`config.mk`:
```
export PLATFORM = sky130hd
export DESIGN_NAME = scaling_shifter
export DESIGN_NICKNAME = d
export VERILOG_FILES = /design/src/rtl/ss_pkg.sv /design/src/rtl/ss_mode_bit.sv /design/src/rtl/ss_count_sel.sv /design/src/rtl/ss_barrel.sv /design/src/rtl/scaling_shifter.sv
export SDC_FILE = /design/constraint.sdc
export NUM_CORES = 1
export LEC_CHECK = 0
export ABC_AREA = 1
export BUFFER_PORTS_ARGS = -buffer_cell sky130_fd_sc_hd__buf_4
export CAP_MARGIN = 20
export CORE_MARGIN = 5
export CORE_UTILIZATION = 53
export CTS_BUF_LIST = sky130_fd_sc_hd__clkbuf_8
export CTS_CLUSTER_SIZE = 40
export DETAILED_ROUTE_END_ITERATION = 8
export GPL_ROUTABILITY_DRIVEN = 0
export PLACE_DENSITY = 0.85
export SLEW_MARGIN = 20
export SYNTH_ARGS = -nofsm -noshare
export SYNTH_HDL_FRONTEND = slang
export SYNTH_SLANG_ARGS = --single-unit
```
`constraint.sdc`:
```
create_clock -name clk -period 2 [get_ports clk]
set_input_delay 0.2 -clock clk [delete_from_list [all_inputs] [get_ports clk]]
set_output_delay 0.2 -clock clk [all_outputs]
set_load 0.01 [all_outputs]
```
`src/rtl/ss_pkg.sv`:
```
// ss_pkg: shared sizes and types of the scaling shifter.
// Assumes: the output path is wider than the input word.
package ss_pkg;
    localparam int unsigned SS_DATA_W    = 16;
    localparam int unsigned SS_OUT_W     = 32;
    localparam int unsigned SS_CNT_W     = 5;
    localparam int unsigned SS_MAX_SHIFT = 16;

    // Source of the shift count for one operation.
    typedef enum logic {
        CNT_FROM_IMM = 1'b0,
        CNT_FROM_REG = 1'b1
    } cnt_src_e;

    // Update requested of the mode bit, in priority order.
    typedef enum logic [1:0] {
        MODE_HOLD  = 2'd0,
        MODE_LOAD  = 2'd1,
        MODE_SET   = 2'd2,
        MODE_CLEAR = 2'd3
    } mode_op_e;
endpackage

```
`src/rtl/ss_mode_bit.sv`:
```
// ss_mode_bit: holds the sign-extension mode bit.
// Priority: reset, then load, then set, then clear. Set and clear together give set.
// Assumes: synchronous active-low reset.
module ss_mode_bit
    import ss_pkg::*;
#(
    parameter logic RESET_VAL = 1'b1
) (
    input  logic clk,
    input  logic rst_n,
    input  logic set_i,
    input  logic clr_i,
    input  logic load_i,
    input  logic load_val_i,
    output logic mode_o
);
    mode_op_e op;

    // Resolve the requested update by priority.
    always_comb begin
        if (load_i)     op = MODE_LOAD;
        else if (set_i) op = MODE_SET;
        else if (clr_i) op = MODE_CLEAR;
        else            op = MODE_HOLD;
    end

    // Register the mode bit.
    always_ff @(posedge clk) begin
        if (!rst_n) begin
            mode_o <= RESET_VAL;
        end else begin
            case (op)
                MODE_LOAD:  mode_o <= load_val_i;
                MODE_SET:   mode_o <= 1'b1;
                MODE_CLEAR: mode_o <= 1'b0;
                default:    mode_o <= mode_o;
            endcase
        end
    end
endmodule

```
`src/rtl/ss_count_sel.sv`:
```
// ss_count_sel: picks the shift count source and saturates it to MAX_SHIFT.
// Assumes: MAX_SHIFT fits in CNT_W bits.
module ss_count_sel
    import ss_pkg::*;
#(
    parameter int unsigned CNT_W     = SS_CNT_W,
    parameter int unsigned MAX_SHIFT = SS_MAX_SHIFT
) (
    input  cnt_src_e         src_i,
    input  logic [CNT_W-1:0] imm_i,
    input  logic [CNT_W-1:0] reg_i,
    output logic [CNT_W-1:0] cnt_o
);
    localparam logic [CNT_W-1:0] MAX_C = CNT_W'(MAX_SHIFT);
    logic [CNT_W-1:0] raw;

    // Select the count source.
    always_comb begin
        raw = (src_i == CNT_FROM_REG) ? reg_i : imm_i;
    end

    // Clamp the count to the largest legal shift.
    always_comb begin
        cnt_o = (raw > MAX_C) ? MAX_C : raw;
    end
endmodule

```
`src/rtl/ss_barrel.sv`:
```
// ss_barrel: widens the word with a given fill bit, then shifts it left in log stages.
// Assumes: the count is already clamped so that no data bit leaves the output.
module ss_barrel
    import ss_pkg::*;
#(
    parameter int unsigned DATA_W = SS_DATA_W,
    parameter int unsigned OUT_W  = SS_OUT_W,
    parameter int unsigned CNT_W  = SS_CNT_W
) (
    input  logic [DATA_W-1:0] data_i,
    input  logic              fill_i,
    input  logic [CNT_W-1:0]  cnt_i,
    output logic [OUT_W-1:0]  data_o
);
    localparam int unsigned EXT_W = OUT_W - DATA_W;

    logic [OUT_W-1:0] stage [CNT_W+1];

    // Widen the word: the fill goes above it.
    assign stage[0] = {{EXT_W{fill_i}}, data_i};

    // Each stage shifts by a power of two when its count bit is set.
    for (genvar i = 0; i < int'(CNT_W); i++) begin : g_stage
        assign stage[i+1] = cnt_i[i] ? (stage[i] << (2 ** i)) : stage[i];
    end

    assign data_o = stage[CNT_W];
endmodule

```
`src/rtl/scaling_shifter.sv`:
```
// scaling_shifter: aligns a data-bus word onto the wide arithmetic path in the same cycle.
// The fill above the word is sign or zero, chosen by the registered mode bit,
// and force_zero overrides it for one operation.
// Assumes: synchronous active-low reset; the shift path uses the mode bit held before the edge.
module scaling_shifter
    import ss_pkg::*;
#(
    parameter int unsigned DATA_W    = SS_DATA_W,
    parameter int unsigned OUT_W     = SS_OUT_W,
    parameter int unsigned CNT_W     = SS_CNT_W,
    parameter int unsigned MAX_SHIFT = SS_MAX_SHIFT
) (
    input  logic              clk,
    input  logic              rst_n,
    input  logic [DATA_W-1:0] data_in,
    input  logic [CNT_W-1:0]  imm_cnt,
    input  logic [CNT_W-1:0]  cnt_reg_lo,
    input  logic              cnt_src,
    input  logic              force_zero,
    input  logic              mode_set,
    input  logic              mode_clr,
    input  logic              mode_load,
    input  logic              mode_load_val,
    output logic [OUT_W-1:0]  data_out,
    output logic              sign_mode
);
    logic [CNT_W-1:0] eff_cnt;
    logic             fill_bit;

    ss_mode_bit #(.RESET_VAL(1'b1)) u_mode (
        .clk        (clk),
        .rst_n      (rst_n),
        .set_i      (mode_set),
        .clr_i      (mode_clr),
        .load_i     (mode_load),
        .load_val_i (mode_load_val),
        .mode_o     (sign_mode)
    );

    ss_count_sel #(.CNT_W(CNT_W), .MAX_SHIFT(MAX_SHIFT)) u_cnt (
        .src_i (cnt_src_e'(cnt_src)),
        .imm_i (imm_cnt),
        .reg_i (cnt_reg_lo),
        .cnt_o (eff_cnt)
    );

    // Fill bit: the word's sign, only if sign mode is on and not overridden.
    always_comb begin
        fill_bit = sign_mode & ~force_zero & data_in[DATA_W-1];
    end

    ss_barrel #(.DATA_W(DATA_W), .OUT_W(OUT_W), .CNT_W(CNT_W)) u_shift (
        .data_i (data_in),
        .fill_i (fill_bit),
        .cnt_i  (eff_cnt),
        .data_o (data_out)
    );
endmodule

```
* Yosys cells after proc, flatten, opt, wreduce, memory -nomap -nowiden
Index checks and enable logic that the tools add are counted.
** Cells by class
- Bitwise operators :: 3
- Reduce and logical (&&, ||, !) cells :: 1
- Muxes and demuxes :: 11
- Equal/unequal tests :: 3
- $lt $le $gt $ge :: 1
** Operators by type and width (number)
- $mux 32 :: 1
- $mux 31 :: 1
- $mux 23 :: 1
- $mux 19 :: 1
- $mux 17 :: 1
- $mux 5 :: 2
- $mux 2 :: 3
- $gt 5x5->1 const B :: 1
- $eq 2x2->1 const B :: 2
- $pmux 1 s3 :: 1
- $reduce_bool 3->1 :: 1
- $and 1x1->1 :: 2
- $eq 2x1->1 const B :: 1
- $not 1->1 :: 1
** Storage, ports and cells
- Register bits :: 1

* Longest topological paths before layout
Gate-level depths: netlist of the first run.
- Word-level depth :: 8
- Gate-level depth with buffers :: 14
- Mapped depth without buffers :: 13

* Modules after synthesis
A second synthesis of the first run with hierarchy kept.
** Unflattened totals
- Cells, all modules :: 312
- Area total of the unflattened synthesis :: 1373.8 µm²
** By module, submodules not included
- ss_barrel :: cells each 276, instances 1, area each 1211.2 µm²
- ss_count_sel :: cells each 25, instances 1, area each 98.8 µm²
- ss_mode_bit :: cells each 9, instances 1, area each 53.8 µm²
- scaling_shifter :: cells each 2, instances 1, area each 10.0 µm²

* Least setup slack after synthesis of the first run
OpenSTA, ideal clock, no wires.
- Path type :: input port to output port
- Start :: input cnt_src
- End :: output data_out[24]
- Path buffers :: 2
- Path slack :: 420 ps
- Stages on the path :: 13
- Arrival :: 1380 ps
- Cells stage by stage :: inv_2 > nand2_1 > nand2_1 > buf_6 > nand2_8 > buf_6 > nand2_1 > o21ai_2 > inv_1 > nand3_1 > nand3_1 > nand3_1 > a21oi_1
** Between the ends
- Longest elaborated chain between the ends :: 8
** RTL lines
- from (decl) :: RTL line scaling_shifter.sv:18 : input logic cnt_src,
- $mux 5 * :: RTL line ss_count_sel.sv:19 : raw = (src_i == CNT_FROM_REG) ? reg_i : imm_i;
- $gt 5x5->1 :: RTL line ss_count_sel.sv:24 : cnt_o = (raw > MAX_C) ? MAX_C : raw;
- $mux 5 * :: RTL line ss_count_sel.sv:24
- $mux 17 :: RTL line ss_barrel.sv:24 : assign stage[i+1] = cnt_i[i] ? (stage[i] << (2 ** i)) : stage[i];
- $mux 19 :: RTL line ss_barrel.sv:24
- $mux 23 :: RTL line ss_barrel.sv:24
- $mux 31 :: RTL line ss_barrel.sv:24
- $mux 32 * :: RTL line ss_barrel.sv:24
- to (decl) :: RTL line scaling_shifter.sv:24 : output logic [OUT_W-1:0] data_out,
Every way passes the cells marked *; elsewhere a longest branch is shown, timed or not.

* Worst setup path in the final report of the first run
- Start :: input cnt_src
- End :: output data_out[28]
Same word-level chain as after synthesis.

==> results of run 1 <==
==> through the flow <==
stage	TNS, ns	cell area (um^2)	hold WS, ns	utilization	instances
global route	-0.0366	2150	0.453	0.800	408
floorplan	0	1450	0.299	-	304
CTS	0	2000	0.425	0.745	403
detailed placement	0	2000	0.425	0.745	403
global placement	0	2000	0.426	0.745	403
finish	0	2150	0.422	0.800	408
==> path summary, 6_finish.rpt <==
kind                                      to  depth (start not counted)  slack, ns                  startpoint
setup reg to reg  u_mode.mode_o$_SDFFE_PN1P_                          4       1.28  u_mode.mode_o$_SDFFE_PN1P_
setup / recovery                data_out[28]                         15       0.07                     cnt_src
hold / removal    u_mode.mode_o$_SDFFE_PN1P_                          2       0.42                       rst_n
hold reg to reg   u_mode.mode_o$_SDFFE_PN1P_                          4       0.62  u_mode.mode_o$_SDFFE_PN1P_
==> repair_timing <==
item | in CTS | in global routing
setup buffers | 0 | 2
gates resized for setup | 0 | 26
setup endpoints to repair | 0 | 28
==> synth_stat cells (all sizes together) <==
cell,count
a21oi,8
buf,12
clkbuf,1
clkinv,1
dfxtp,1
inv,30
nand2,126
nand3,76
nand3b,2
nand4,1
nor2,23
o211ai,2
o21ai,18
o22ai,1
or2,2
==> cells by family (layout without fill, tap and decap cells) <==
group,after synthesis,after routing,synth area share
AOI/OAI and AO/OA,29,29,0.117
buffers and inverters,44,115,0.151
DFF,1,1,0.0138
and+or+nand+nor,230,232,0.719
==> where the power goes <==
part	internal, mW	switching, mW
Combinational	0.327	0.459
Sequential	0.0218	0.000719
Clock	0	0
Total	0.349	0.460
==> layout make-up <==
| cell class | count | area, um^2 |
|---|---|---|
| flip-flops and latches | 1 | 20.0 |
| multi-input cells | 261 | 1320 |
| fillers | 227 | 538 |
| well taps | 31 | 38.8 |
| repair buffers | 84 | 646 |
| inverters | 31 | 121 |
==> routing by layer <==
metal  part of all wire  vias to the layer above
li1                   -                     1138
met2               0.46                      178
met1               0.40                     1033
met4              0.032                        0
met5                  0                        -
met3               0.11                       32
==> results.md, run 1 <==
- Worst endpoint required time: 1.80 ns
- Fin crit share: 0.963
- Standby leakage power: about 1.3 nW
- Die H: 62.4 um
- Vias in the first global route: 1948
- Clock network latency to the later pin of the worst-skew pair: 0 ns
- GRT Util Overall: 0.251
- Area fraction of the dominant cell type after synthesis: 0.297
- Post-route DRC: 0
- Count of pins over their slew limit: 0
- Top flop regs: u_mode.mode_o: 1 flops
- Proportion of layout cells with a drive suffix above 1: 0.332
- Achievable Freq: 519 MHz
- Area grow syn2layout: 47.8%
- Syn_nets: ~340
- Net count, final: between 400 and 500
- Number of buffer cells added on primary ports: 66
- Avg Vias per Cell: 5.84
- Initial Utilization: 0.541
- Power density over cell area: 377 nW/um^2
- Full die area: 3890 um^2
- Distinct cell type count of the synthesized netlist: 26
- Flip-flop count of the largest register after layout: 1
- Type of the setup path with the least slack: in -> out
- Number of setup violations in the final report: 0
- Critical Path End Type: primary output
- GRT busiest layer: met2
- Number of top-level pins: 67
- Global route total overflow: 0
- Count of endpoints failing hold in the final timing report: 0
- Drt total wl: 5740 um
- Syn Area/Cell: 4.78 um^2
- Worst-Margin Slew: between 0.3 and 0.4 ns
- Slew HR: 0.772
- Synth warnings: 0
- Worst Setup Slack post-DPL: between 0.03 and 0.04 ns
- Number of rows in the core area: 19
- M3 GR Usage: 0.0252
- Met1 Usage GRT: 0.342
- Outcome: completed
- Total number of vias: 2381
- Horizontal die dimension: just over 60 um
- Clock transition time at the flip-flop clock pins of the worst setup and hold paths: 0 ns
- Global Route met2 Usage: 0.429
- Number of hold buffers added after CTS: 0
- Buffer and inverter count on the worst path: 5
- Cell Area, Synth: between 1000 and 1500 um^2
- Cell class contributing the biggest share of worst-path delay: simple AND/OR/NAND/NOR gates
- Area of the core: about 2700 um^2
- Slowest stage cell on the critical path: a21oi_1
- Antenna violations before repair: 0
- Total power after layout: about 0.81 mW
- Peak supply drop: ~0.00036 V
- Remaining antenna violation count: 0
- Setup slack of the critical path after layout: around 0.074 ns
- Cell with the most instances on the worst path: nand2_1
- DR WL/cell: about 14 um
- Number of max-cap violations: 0
- # diodes: 0
- Leading cell types in the layout, fill and taps excluded: nand2_1, buf_4, nand3_1
- Tightest Hold Check Type: in -> reg
- Reg with most FFs: u_mode.mode_o
- Peak per-stage delay on the critical path: around 0.19 ns
- Sequential cell area fraction in the yosys report: 0.0138
- Length of the first detailed-routing pass in iterations: 6
- Count of state elements after synthesis: 1
- Crit-path cells: buf_6 > inv_2 > buf_6 > nand2_2 > nand2_2 > nor2_1 > nand2_1 > nand2_4 > buf_4 > nand3_1 > nand3_1 > nand2_1 > nand2_1 > a21oi_1 > buf_4
- Largest net degree at the start of global routing: 25
- Most common library cell in the layout ignoring fill and taps: nand2_1
- Gate count of the mapped netlist: 304
- Library cell occupying the most area in the post-synthesis netlist: nand2_1
- Placed wire-length estimate after detailed placement: 4170 um
- Endpoint arrival time on the critical path: ~1.7 ns
- Largest driver fanout on the critical path: 6
- Iter 0 DRT Violations: 280
- Clk_skew: 0 ns
- Element type at the critical path start: input pin
- Wire length of the first global-routing pass: about 8600 um
- Time the worst path needs with I/O delays and setup: about 1.9 ns
- Top cells by area in the synthesized netlist: nand2_1, nand3_1, inv_1
Power figures use the tool's default switching activity.
==> run 2, diff against run 1 <==
--- a/config.mk
+++ b/config.mk
@@ -9,12 +9,12 @@
 export BUFFER_PORTS_ARGS = -buffer_cell sky130_fd_sc_hd__buf_4
 export CAP_MARGIN = 20
 export CORE_MARGIN = 5
-export CORE_UTILIZATION = 53
+export CORE_UTILIZATION = 50
 export CTS_BUF_LIST = sky130_fd_sc_hd__clkbuf_8
 export CTS_CLUSTER_SIZE = 40
 export DETAILED_ROUTE_END_ITERATION = 8
 export GPL_ROUTABILITY_DRIVEN = 0
-export PLACE_DENSITY = 0.85
+export PLACE_DENSITY = 0.81
 export SLEW_MARGIN = 20
 export SYNTH_ARGS = -nofsm -noshare
 export SYNTH_HDL_FRONTEND = slang
==> run 2 against run 1 <==
Compared with the run above: global-route usage decreased by 1.5 points; total power down 0.69%; maximum frequency decreased by 1.2%; sequential share of layout area hardly changed; flip-flop and latch count stayed put; routed wire length is 1.6% lower; sequential power hardly changed.
==> results.md, run 2 (same netlist as run 1, synthesis figures left out) <==
- Power density over cell area: 377 nW/um^2
- Net count, final: 410
- # diodes: 0
- Post-route DRC: 0
- Antenna violations before repair: 0
- GRT Util Overall: 0.236
- Setup slack on the worst flop-to-flop path: roughly 1.3 ns
- Area grow syn2layout: 46.5%
- Drt total wl: about 5600 um
- Leading cell types in the layout, fill and taps excluded: nand2_1, buf_4, nand3_1
- Critical Path End Type: primary output
- Time the worst path needs with I/O delays and setup: slightly below 2 ns
- Total number of vias: 2293
- Most common library cell in the layout ignoring fill and taps: nand2_1
- Standby leakage power: approximately 1.2 nW
- Count of endpoints failing hold in the final timing report: 0
- Avg Vias per Cell: ~5.7
- Number of buffer cells added on primary ports: 66
- Number of hold buffers added after CTS: 0
- Endpoint arrival time on the critical path: ~1.8 ns
- DR WL/cell: approximately 14 um
- Clk_skew: 0 ns
- Switch share: 0.567
- Clk pwr share: 0
- Horizontal die dimension: around 64 um
- Slew HR: 0.792
- Count of pins over their slew limit: 0
- Top flop regs: u_mode.mode_o: 1 flops
- RR Startpoint: u_mode.mode_o$_SDFFE_PN1P_
- Total negative slack for setup checks: 0 ns
- Power spent charging and discharging nets: ~0.46 mW
- Flip-flop count of the largest register after layout: 1
- Worst endpoint required time: about 1.8 ns
- Path depth of the worst reg2reg path: 4
- Placed wire-length estimate after detailed placement: approximately 4100 um
- Fin crit share: 0.975
- Hold_sp: rst_n
- Worst hold path depth: 2
- Type of the setup path with the least slack: in -> out
- Length of the first detailed-routing pass in iterations: 5
- Die H: between 60 and 70 um
- Worst R2R End: u_mode.mode_o$_SDFFE_PN1P_
- Tightest Hold Check Type: in -> reg
- Area of the core: 2780 um^2
- Peak supply drop: 0.000293 V
- Element type at the critical path start: input pin
- Number of max-cap violations: 0
- Outcome: completed
- Iter 0 DRT Violations: roughly 270
- Number of top-level pins: 67
- Worst-Margin Slew: roughly 0.31 ns
- Internal power contribution: around 0.35 mW
- Share of power burned in registers: 0.028
- Comb pwr share: 0.972
- Endpoint with the worst hold slack: u_mode.mode_o$_SDFFE_PN1P_
- Clock network latency to the later pin of the worst-skew pair: 0 ns
- Number of setup violations in the final report: 0
- Wire length of the first global-routing pass: ~8400 um
- Achievable Freq: 513 MHz
- Reg with most FFs: u_mode.mode_o
- Vias in the first global route: about 2000
- Remaining antenna violation count: 0
- Global route total overflow: 0
- Largest driver fanout on the critical path: 8
- Clock transition time at the flip-flop clock pins of the worst setup and hold paths: 0 ns
- Proportion of layout cells with a drive suffix above 1: 0.313
- Largest net degree at the start of global routing: 25
- Full die area: between 4000 and 5000 um^2
- Initial Utilization: 0.523
- Number of rows in the core area: 19
- Utilization after layout: 0.766
==> run 2: power by group through the flow <==
stage                     registers, mW  clock network, mW  logic [mW]
after CTS                        0.0225                  0       0.711
after global routing             0.0228                  0       0.851
after detailed placement         0.0225                  0       0.708
after global placement           0.0225                  0       0.707
final                            0.0225                  0       0.781
after floorplan                  0.0232                  0       0.439
==> run 2: worst max path at each step <==
stage / from / to / slack (ns) / cells after the start
3_3_place_gp: cnt_src / data_out[15] / 0.04 / 12
5_1_grt: cnt_src / data_out[14] / -0.05 / 15
6_report: cnt_src / data_out[14] / 0.05 / 15
3_5_place_dp: cnt_src / data_out[9] / 0.007 / 14
4_1_cts: cnt_src / data_out[9] / 0.004 / 14
2_1_floorplan: cnt_src / data_out[24] / 0.42 / 13
==> run 2: critical path, stage by stage <==
cell and delay [ns]:
buf_8 0.09, inv_4 0.04, buf_6 0.11, nand2_2 0.05, nand2_2 0.07, nor2_1 0.09
nand2_1 0.10, nand2_4 0.20, buf_8 0.16, nand3_1 0.09, nand2_1 0.12, nand2_1 0.09
nand3_1 0.12, o21ai_1 0.07, buf_4 0.14
==> run 2: cell type report <==
type                    count  area [um^2]
flip-flops and latches      1         20.0
inverters                  31          131
repair buffers             81          644
well taps                  31         38.8
multi-input cells         261         1290
fillers                   249          652
==> run 2: routing by layer <==
| metal | part of all wire | wire (um) | up-vias | GRT usage |
|---|---|---|---|---|
| met1 | 0.41 | 2310 | 984 | 0.333 |
| li1 | - | - | 1136 | - |
| met3 | 0.10 | 584 | 23 | 0.0158 |
| met2 | 0.46 | 2590 | 150 | 0.396 |
| met5 | 0 | 0 | - | 0 |
| met4 | 0.027 | 154 | 0 | 0.0364 |
==> run 2: through the flow <==
step                      setup slack, ns  hold slack (ns)  instance area, um^2  std cells  power (mW)
after global routing              -0.0521            0.442                 2130        405       0.874
after global placement             0.0413            0.421                 1990        402       0.730
after floorplan                     0.420            0.299                 1450        304       0.462
final                              0.0504            0.420                 2130        405       0.804
after detailed placement          0.00712            0.420                 1990        402       0.731
after CTS                         0.00375            0.423                 1990        402       0.733
==> run 2: repair_timing <==
item | CTS | global route
setup buffers | 0 | 0
endpoints found under the setup margin | 0 | 28
gates resized for setup | 0 | 25
==> run 3, diff against run 2 <==
--- a/config.mk
+++ b/config.mk
@@ -14,8 +14,10 @@
 export CTS_CLUSTER_SIZE = 40
 export DETAILED_ROUTE_END_ITERATION = 8
 export GPL_ROUTABILITY_DRIVEN = 0
-export PLACE_DENSITY = 0.81
+export PLACE_DENSITY = 0.82
+export RECOVER_POWER = 50
 export SLEW_MARGIN = 20
 export SYNTH_ARGS = -nofsm -noshare
 export SYNTH_HDL_FRONTEND = slang
+export SYNTH_HIERARCHICAL = 1
 export SYNTH_SLANG_ARGS = --single-unit
==> run 3 against run 2 <==
Compared with the run above: the run now ends with design-rule violations, negative setup slack left; register-to-register slack about the same; final area up 20%; flip-flop and latch count unchanged; worst hold slack better by 0.048 ns; worst setup slack worse by 0.47 ns; sequential power up 3%; synthesized cell count up 2.6%; largest cell class unchanged; largest power group unchanged.
==> results.md, run 3 <==
- Cell area after layout: ~2500 um^2
- Setup slack of the critical path after layout: -0.423 ns
- Internal power contribution: ~0.45 mW
- Achievable Freq: about 410 MHz
- Post-route DRC: 73
- Worst R2R End: u_mode/mode_o$_SDFFE_PN1P_
- Violations in the final reports: design-rule violations, negative setup slack
- Area fraction of the dominant cell type after synthesis: 0.426
- Number of rows in the core area: 19
- Fillers: 75
- Path depth of the worst reg2reg path: 4
- Length of the first detailed-routing pass in iterations: 9
- Top flop regs: u_mode/mode_o: 1 flops
- Avg Vias per Cell: between 7 and 8
- Top cells by area in the synthesized netlist: nand2_1, nand3_1, nor2_1
- Clock transition time at the flip-flop clock pins of the worst setup and hold paths: 0 ns
- Horizontal die dimension: around 62 um
- Total placed cells including tap cells: about 410
- Unrepaired setup endpoints after global routing: true
- Critical Path End Type: primary output
- Utilization after layout: 0.949
- Library cell occupying the most area in the post-synthesis netlist: nand2_1
- Largest net degree at the start of global routing: 23
- Clk pwr share: 0
- Placed instance area: ~1900 um^2
- Area grow syn2layout: 85.5%
- Top flip-flop cell by instance count after synthesis: dfxtp_1
- Endpoint arrival time on the critical path: about 2.2 ns
- Total number of vias: a little under 3000
- Area of the core: approximately 2700 um^2
- Count of pins over their slew limit: 0
- Number of setup violations in the final report: 28
- Slew HR: 0.742
- Flip-flop count of the largest register after layout: 1
- Element type at the critical path start: input pin
- GRT Util Overall: 0.257
- Clock network latency to the later pin of the worst-skew pair: 0 ns
- # diodes: 0
- Number of buffer cells added on primary ports: 66
- Number of max-cap violations: 0
- Power spent charging and discharging nets: around 0.71 mW
- Comb pwr share: 0.980
- Standby leakage power: ~1.4 nW
- Vias in the first global route: approximately 2100
- Proportion of layout cells with a drive suffix above 1: 0.527
- Peak supply drop: 0.000402 V
- Post-synth EDFFs: 0
- Dominant cell by count in the synthesized netlist: nand2_1
- Power density over cell area: between 400 and 500 nW/um^2
- Source of the critical timing path: cnt_reg_lo[2]
- Final std cells w/o fill: about 420
- Synth warnings: 6
- Switch share: 0.611
- Drt total wl: a little over 9000 um
- Leading cell types by count after synthesis: nand2_1, nand3_1, nor2_1
- Net count, final: 423
- Syn_nets: around 350
- Leading cell types in the layout, fill and taps excluded: nand2_1, buf_4, nand2_2
- Placed wire-length estimate after detailed placement: between 4000 and 5000 um
- Largest driver fanout on the critical path: 7
- Reg with most FFs: u_mode/mode_o
- RR Startpoint: u_mode/mode_o$_SDFFE_PN1P_
- Post-synth ARST share: 0
- Worst-Margin Slew: around 0.39 ns
- Number of top-level pins: 67
- Die H: approximately 62 um
- Worst Setup Slack post-DPL: -0.0860 ns
- Wire length of the first global-routing pass: 8840 um
- Syn Area/Cell: ~4.4 um^2
- Clk_skew: 0 ns
- Tightest Hold Check Type: in -> reg
- Worst Setup EP: data_out[16]
- Setup slack on the worst flop-to-flop path: about 1.3 ns
- Time the worst path needs with I/O delays and setup: about 2.4 ns
- DR WL/cell: roughly 22 um
- Distinct cell type count of the synthesized netlist: 18
- Gate count of the mapped netlist: around 310
- Sequential cell area fraction in the yosys report: 0.0146
- Outcome: complete, but fails checks
- Count of state elements after synthesis: 1
- Antenna violations before repair: 0
- Count of endpoints failing hold in the final timing report: 0
- Worst endpoint required time: between 1.5 and 2 ns
- Global route total overflow: 0
- Cell Area, Synth: 1370 um^2
- Most common library cell in the layout ignoring fill and taps: nand2_1
- Full die area: approximately 3900 um^2
- Type of the setup path with the least slack: in -> out
- Initial Utilization: 0.511
- Fin crit share: 1.21
- Remaining antenna violation count: 0
- Iter 0 DRT Violations: 965
- Share of power burned in registers: 0.020
==> run 3: layout make-up <==
| cell class | count | area [um^2] | share of cell area |
|---|---|---|---|
| repair inverters | 2 | 20.0 | 0.00785 |
| multi-input cells | 280 | 1680 | 0.657 |
| well taps | 31 | 38.8 | 0.0152 |
| flip-flops and latches | 1 | 20.0 | 0.00785 |
| inverters | 17 | 90.1 | 0.0353 |
| repair buffers | 87 | 704 | 0.276 |
==> run 3: what timing repair did <==
action / 4_1_cts / 5_1_grt
setup endpoints to repair: 25 / 32
gates cloned: 0 / 3
gates resized for setup: 10 / 138
pin swaps: 0 / 14
hold buffers: 0 / 0
setup buffers: 0 / 3
endpoints found under the hold margin: 0 / 0
==> run 3: kinds of logic after synthesis <==
logic type             count (synthesis)  share of synthesized area
AO/OA/AOI/OAI                          6                     0.0237
flip-flops                             1                     0.0146
buffers and inverters                 31                      0.118
AND/OR/NAND/NOR                      274                      0.843
==> run 3: how the worst min path moves through the flow <==
stage,slack [ns],start,depth (start not counted),to
finish,0.47,mode_load_val,3,u_mode/mode_o$_SDFFE_PN1P_
global route,0.47,mode_load_val,3,u_mode/mode_o$_SDFFE_PN1P_
CTS,0.42,mode_load_val,3,u_mode/mode_o$_SDFFE_PN1P_
detailed placement,0.42,mode_load_val,3,u_mode/mode_o$_SDFFE_PN1P_
global placement,0.41,mode_load_val,3,u_mode/mode_o$_SDFFE_PN1P_
floorplan,0.32,mode_load,2,u_mode/mode_o$_SDFFE_PN1P_
==> run 3: layer usage <==
metal | vias to the layer above | GRT usage | part of all wire
met5 | - | 0 | 0
met4 | 0 | 0.0875 | 0.11
met3 | 150 | 0.0180 | 0.15
met2 | 360 | 0.439 | 0.43
met1 | 1255 | 0.339 | 0.31
li1 | 1166 | - | -
==> run 3: power by group through the flow <==
stage          clock network [mW]  logic, mW  registers [mW]
2_1_floorplan                   0      0.479          0.0234
3_3_place_gp                    0      0.781          0.0228
3_5_place_dp                    0      0.793          0.0228
4_1_cts                         0      0.808          0.0228
5_1_grt                         0       1.19          0.0234
6_report                        0       1.14          0.0232
==> run 3: worst max-delay path, stage by stage <==
cell	delay [ns]
buf_4	0.11
nand2_2	0.10
nand2_2	0.09
nor2_2	0.13
nand2_2	0.09
a21oi_4	0.23
buf_12	0.20
clkinv_8	0.09
nand2_4	0.07
nand2_2	0.06
nand2_1	0.15
nand3_1	0.17
nand2_1	0.16
nand2_1	0.12
nand3_1	0.12
buf_4	0.13
==> run 3: per-stage QoR <==
| step | setup TNS [ns] | total power, mW | hold slack, ns |
|---|---|---|---|
| finish | -6.24 | 1.16 | 0.468 |
| global route | -8.38 | 1.22 | 0.470 |
| CTS | -0.0505 | 0.831 | 0.422 |
| detailed placement | -0.873 | 0.816 | 0.420 |
| global placement | -0.0980 | 0.804 | 0.414 |
| floorplan | 0 | 0.503 | 0.319 |
